`src/rtl/ti_and3_pkg.sv`:
```
package ti_and3_pkg;
   localparam int NSHARE = 3;

   function automatic int rot(input int i, input int d);
      return (i + d) % NSHARE;
   endfunction
endpackage

```
`src/rtl/ti_share_fn.sv`:
```
module ti_share_fn #(
   parameter int W = 8
) (
   input  logic [W-1:0] xj,
   input  logic [W-1:0] xk,
   input  logic [W-1:0] yj,
   input  logic [W-1:0] yk,
   output logic [W-1:0] s
);
   // single nonlinear level: three ANDs folded by XOR
   always_comb s = (xj & yj) ^ (xj & yk) ^ (xk & yj);
endmodule

```
`src/rtl/ti_remask.sv`:
```
module ti_remask #(
   parameter int W = 8
) (
   input  logic                clk,
   input  logic                rst,
   input  logic                ld,
   input  logic [2:0][W-1:0]   sh,
   input  logic [W-1:0]        r0,
   input  logic [W-1:0]        r1,
   output logic [2:0][W-1:0]   z,
   output logic                vld
);
   logic [2:0][W-1:0] mask;

   always_comb begin
      mask[0] = r0;
      mask[1] = r1;
      mask[2] = r0 ^ r1;
   end

   always_ff @(posedge clk) begin
      if (rst) begin
         z   <= '0;
         vld <= 1'b0;
      end else begin
         vld <= ld;
         if (ld) z <= sh ^ mask;
      end
   end
endmodule

```
`src/rtl/ti_and3.sv`:
```
module ti_and3
   import ti_and3_pkg::*;
#(
   parameter int W = 8
) (
   input  logic           clk,
   input  logic           rst,
   input  logic           in_valid,
   input  logic [W-1:0]   x0,
   input  logic [W-1:0]   x1,
   input  logic [W-1:0]   x2,
   input  logic [W-1:0]   y0,
   input  logic [W-1:0]   y1,
   input  logic [W-1:0]   y2,
   input  logic [2*W-1:0] rnd,
   output logic           out_valid,
   output logic [W-1:0]   z0,
   output logic [W-1:0]   z1,
   output logic [W-1:0]   z2
);
   localparam int RW = 2 * W;

   if (W < 1) begin : g_bad_width
      $error("ti_and3: W must be at least 1");
   end

   logic [NSHARE-1:0][W-1:0] xs, ys, sh_d, sh_q, zq;
   logic [RW-1:0]            rnd_q;
   logic                     v1_q;

   assign xs = {x2, x1, x0};
   assign ys = {y2, y1, y0};

   // share i sees only indices i+1 and i+2
   for (genvar i = 0; i < NSHARE; i++) begin : g_share
      ti_share_fn #(.W(W)) u_fn (
         .xj (xs[rot(i, 1)]),
         .xk (xs[rot(i, 2)]),
         .yj (ys[rot(i, 1)]),
         .yk (ys[rot(i, 2)]),
         .s  (sh_d[i])
      );
   end

   always_ff @(posedge clk) begin
      if (rst) begin
         sh_q  <= '0;
         rnd_q <= '0;
         v1_q  <= 1'b0;
      end else begin
         v1_q <= in_valid;
         if (in_valid) begin
            sh_q  <= sh_d;
            rnd_q <= rnd;
         end
      end
   end

   ti_remask #(.W(W)) u_remask (
      .clk (clk),
      .rst (rst),
      .ld  (v1_q),
      .sh  (sh_q),
      .r0  (rnd_q[W-1:0]),
      .r1  (rnd_q[RW-1:W]),
      .z   (zq),
      .vld (out_valid)
   );

   assign z0 = zq[0];
   assign z1 = zq[1];
   assign z2 = zq[2];
endmodule

```
`config.mk`:
```
export PLATFORM = sky130hd
export DESIGN_NAME = ti_and3
export DESIGN_NICKNAME = d
export VERILOG_FILES = /design/src/rtl/ti_and3_pkg.sv /design/src/rtl/ti_share_fn.sv /design/src/rtl/ti_remask.sv /design/src/rtl/ti_and3.sv
export SDC_FILE = /design/constraint.sdc
export NUM_CORES = 1
export LEC_CHECK = 0
export ABC_CLOCK_PERIOD_IN_PS = 1440
export CELL_PAD_IN_SITES_DETAIL_PLACEMENT = 1
export CELL_PAD_IN_SITES_GLOBAL_PLACEMENT = 1
export CORE_MARGIN = 2
export CORE_UTILIZATION = 38
export CTS_BUF_LIST = sky130_fd_sc_hd__clkbuf_4
export CTS_CLUSTER_DIAMETER = 150
export CTS_CLUSTER_SIZE = 24
export DETAILED_ROUTE_END_ITERATION = 8
export PLACE_DENSITY = 0.78
export RECOVER_POWER = 25
export SYNTH_ARGS = -nofsm -noshare
export SYNTH_HDL_FRONTEND = slang
export SYNTH_HIERARCHICAL = 1
export SYNTH_SLANG_ARGS = --single-unit
```
`constraint.sdc`:
```
create_clock -name clk -period 1.44 [get_ports clk]
set_input_delay 0.288 -clock clk [delete_from_list [all_inputs] [get_ports clk]]
set_output_delay 0.288 -clock clk [all_outputs]
set_load 0.05 [all_outputs]
```
==> Implementation_results.wiki <==
{| class="wikitable"
! Metric !! Value
|-
| X dimension of the die || 99.1 um
|-
| Reg2reg end || u_remask/z[1]
|-
| Share of total power in the clock network || 25.8%
|-
| Number of nets in the final layout || 533
|-
| Post-Synthesis Cells || 333
|-
| Max Buffers Root-to-Sink || 2
|-
| Leading post-synthesis cells by cell area || sky130_fd_sc_hd__dfxtp_1 (38%), sky130_fd_sc_hd__mux2i_1 (14%), sky130_fd_sc_hd__nor2_1 (9.6%)
|-
| Starting utilization of the core area || between 30% and 40%
|-
| Vias in the first global route || ~3200
|-
| Post CTS Setup Buffer Count || 0
|-
| FF+latch count, synth || 66
|-
| Clock period minus worst slack || 1.38 ns
|-
| Maximum number of pins on one net before global-route repair || 67
|-
| Row Count || 34
|-
| Area of the die || 9820 um2
|-
| Number of antenna violations at the first check in global routing || 0
|-
| Sequential share of power || 46.2%
|-
| Share of final-layout standard cells stronger than drive strength 1 || 23.8%
|-
| Crit share post-route || 96.1%
|-
| Layout filler cell count || 972
|-
| Startpoint types || input port
|-
| Post-DRT Antenna Nets || 0
|-
| Worst slew margin || roughly half
|-
| ANT cells || 0
|-
| Final core area utilization || 57.8%
|-
| Total area of multi-input combinational cells || around 1900 um2
|-
| Slowest Stage Delay on Critical Path || 0.54 ns
|-
| Quantity of I/O buffers inserted on ports || 91
|-
| Layout area overhead || 47.4%
|-
| H-tree lvl count || 3
|-
| Worst skew pair latency || 0.40 ns
|-
| Fraction of synthesized cell area taken by the top area cell type || about two fifths
|-
| Number of sinks handled by clock tree synthesis || 66
|-
| Nature of the critical path endpoint || flip-flop
|-
| Startpoint of the most critical hold path || rst
|-
| Required time at the endpoint of the critical path || between 1.5 and 2 ns
|-
| Root Buffer || sky130_fd_sc_hd__clkbuf_4
|-
| Power per cell area || 877 nW/um2
|-
| Total CTS buffers || 9
|-
| Avg Vias per Cell || 5.03
|-
| Final wirelength || 8720 um
|-
| Final TNS setup || 0 ns
|-
| Total core area || between 8000 and 9000 um2
|-
| CTS clock-pin slew for the worst setup and hold paths || 0.11 ns
|-
| Final count of pins violating max slew || 0
|-
| Most frequent standard cell in the layout excluding fill and tap cells || sky130_fd_sc_hd__nor2_1
|-
| Transition time at the pin with the least slew margin || 0.770 ns
|-
| Logic pwr share || 28.0%
|-
| Achievable clock frequency || 0.723 GHz
|-
| Most frequent cells in the layout || sky130_fd_sc_hd__nor2_1 (88), sky130_fd_sc_hd__dfxtp_1 (66), sky130_fd_sc_hd__clkdlybuf4s50_1 (64)
|-
| Count of max-cap constraint violations || 0
|-
| Cell Area, Synth || 3440 um2
|-
| Routed WL per cell || 15.1 um
|-
| Hold/Removal Path Class || in2reg
|-
| Total power || 4.44 mW
|-
| Largest voltage drop on the vdd net || 0.000446 V
|-
| Worst Clk Skew || 0.0141 ns
|-
| Count of hold-fix buffers inserted at cts || 0
|-
| Sequential cell area || 1320 um2
|-
| Cell type contributing the most total cell area after synthesis || sky130_fd_sc_hd__dfxtp_1
|-
| Finish-stage setup viols || 0
|-
| Outcome || completed
|-
| Critical path class || in2reg
|-
| Last weighted congestion value of the routability-driven placer || 0.745
|-
| Resize count post-CTS || 0
|-
| Die height || 99.1 um
|-
| Slowest library cell on the worst path || sky130_fd_sc_hd__clkdlybuf4s50_1
|-
| Global Route Usage Sum || a little under a fifth
|-
| DRC violations left || 0
|-
| Post-Syn Nets || 400
|-
| Setup repair after global routing missed its margin || false
|-
| Switching share of power || 28.2%
|-
| Cell internal pwr || 3.19 mW
|-
| Number of stages on the worst hold path || 3
|-
| GR Overflow Total || 0
|-
| Detailed Routing Iterations Pass 1 || 4
|-
| Vias after detailed routing || 2910
|-
| Switching pwr || 1.25 mW
|-
| CTS tree || yes
|-
| Netlist cell types || 17
|-
| Yosys warning total || 6
|-
| Series of cell instances along the critical path || clkdlybuf4s50_1, mux2_2, a32o_1, mux2i_1, nor2_1
|-
| Peak fanout along the critical path || 4
|-
| First-pass GRT wire length || 14800 um
|-
| Estimated wirelength of the detail-placed design || ~6600 um
|-
| Hold violation count in the final report || 0
|-
| Leakage power figure || approximately 2.1 nW
|-
| Cell depth of the worst flop-to-flop path || 3
|-
| Destination of the worst hold path || rnd_q[7]
|-
| Ports placed on the boundary || 92
|-
| Worst r2r src || v1_q
|-
| Hold_ws || 0.344 ns
|-
| Sequential area share after synthesis || ~38%
|-
| Post-synthesis average cell area || approximately 10 um2
|-
| Reg-to-reg slack, setup || 0.16 ns
|-
| Starting DRC count in detailed routing || 54
|-
| Critical path arrival || 1.65 ns
|}
per-layer routing:
| layer | GRT usage [%] | share of wire, % | up-vias |
|---|---|---|---|
| li1 | - | - | 1454 |
| met1 | 21.7 | 43 | 1378 |
| met2 | 34.4 | 52 | 71 |
| met3 | 4.85 | 4.8 | 7 |
| met4 | 4.11 | 0.64 | 0 |
| met5 | 0 | 0 | - |
Yosys cell counts (all sizes together):
| master | count |
|---|---|
| a211oi | 16 |
| a32o | 24 |
| buf | 13 |
| clkbuf | 4 |
| dfxtp | 66 |
| mux2 | 24 |
| mux2i | 48 |
| nand2b | 24 |
| nor2 | 88 |
| nor2b | 2 |
| xnor2 | 16 |
| xor3 | 8 |
registers in the layout, summed over array words and instances, names as in the netlist:
name and count:
rnd_q 16, sh_q 24, u_remask/vld 1, u_remask/z 24, v1_q 1
metrics by stage:
step,setup slack (ns),std cells,cell area [um2]
after floorplan,0.372,333,3440
after global placement,-0.241,563,4960
after detailed placement,-0.332,563,4960
after CTS,0.0911,578,5080
after global routing,0.0585,578,5070
final,0.0569,578,5070
critical path, delay by kind of cell:
family                 cells  cell delay [ns]
buffers and inverters      1             0.54
AO/OA/AOI/OAI              1             0.21
AND/OR/NAND/NOR            1             0.08
multiplexers               2             0.53
power by group through the flow:
stage / Combinational (mW) / Sequential (mW) / Clock, mW
floorplan: 0.518 / 2.20 / 0
global placement: 1.21 / 2.09 / 0
detailed placement: 1.26 / 2.10 / 0
CTS: 1.26 / 2.06 / 1.20
global route: 1.34 / 2.07 / 1.27
finish: 1.24 / 2.05 / 1.14
kinds of logic after synthesis:
| logic type | share of synthesized area (%) |
|---|---|
| simple gates | 14.3 |
| compound gates | 10.8 |
| buf+inv | 4.99 |
| xor+xnor | 9.61 |
| mux | 21.8 |
| flops | 38.4 |
worst max-delay path by stage:
stage,slack [ns],cells after the start,end,start
2_1_floorplan,0.37,4,sh_q[0],x1[0]
3_3_place_gp,-0.24,5,sh_q[20],x0[4]
3_5_place_dp,-0.33,5,sh_q[9],x2[1]
4_1_cts,0.09,5,sh_q[12],x2[4]
5_1_grt,0.06,5,sh_q[12],x2[4]
6_report,0.06,5,sh_q[12],x2[4]
final cells by class:
cell class	instances	area share (%)
multi-input cells	250	38.3
clock buffers	10	1.48
repair buffers	139	30.6
well taps	108	2.67
flip-flops and latches	66	26.1
clock inverters	5	0.914
Power figures use the tool's default switching activity.
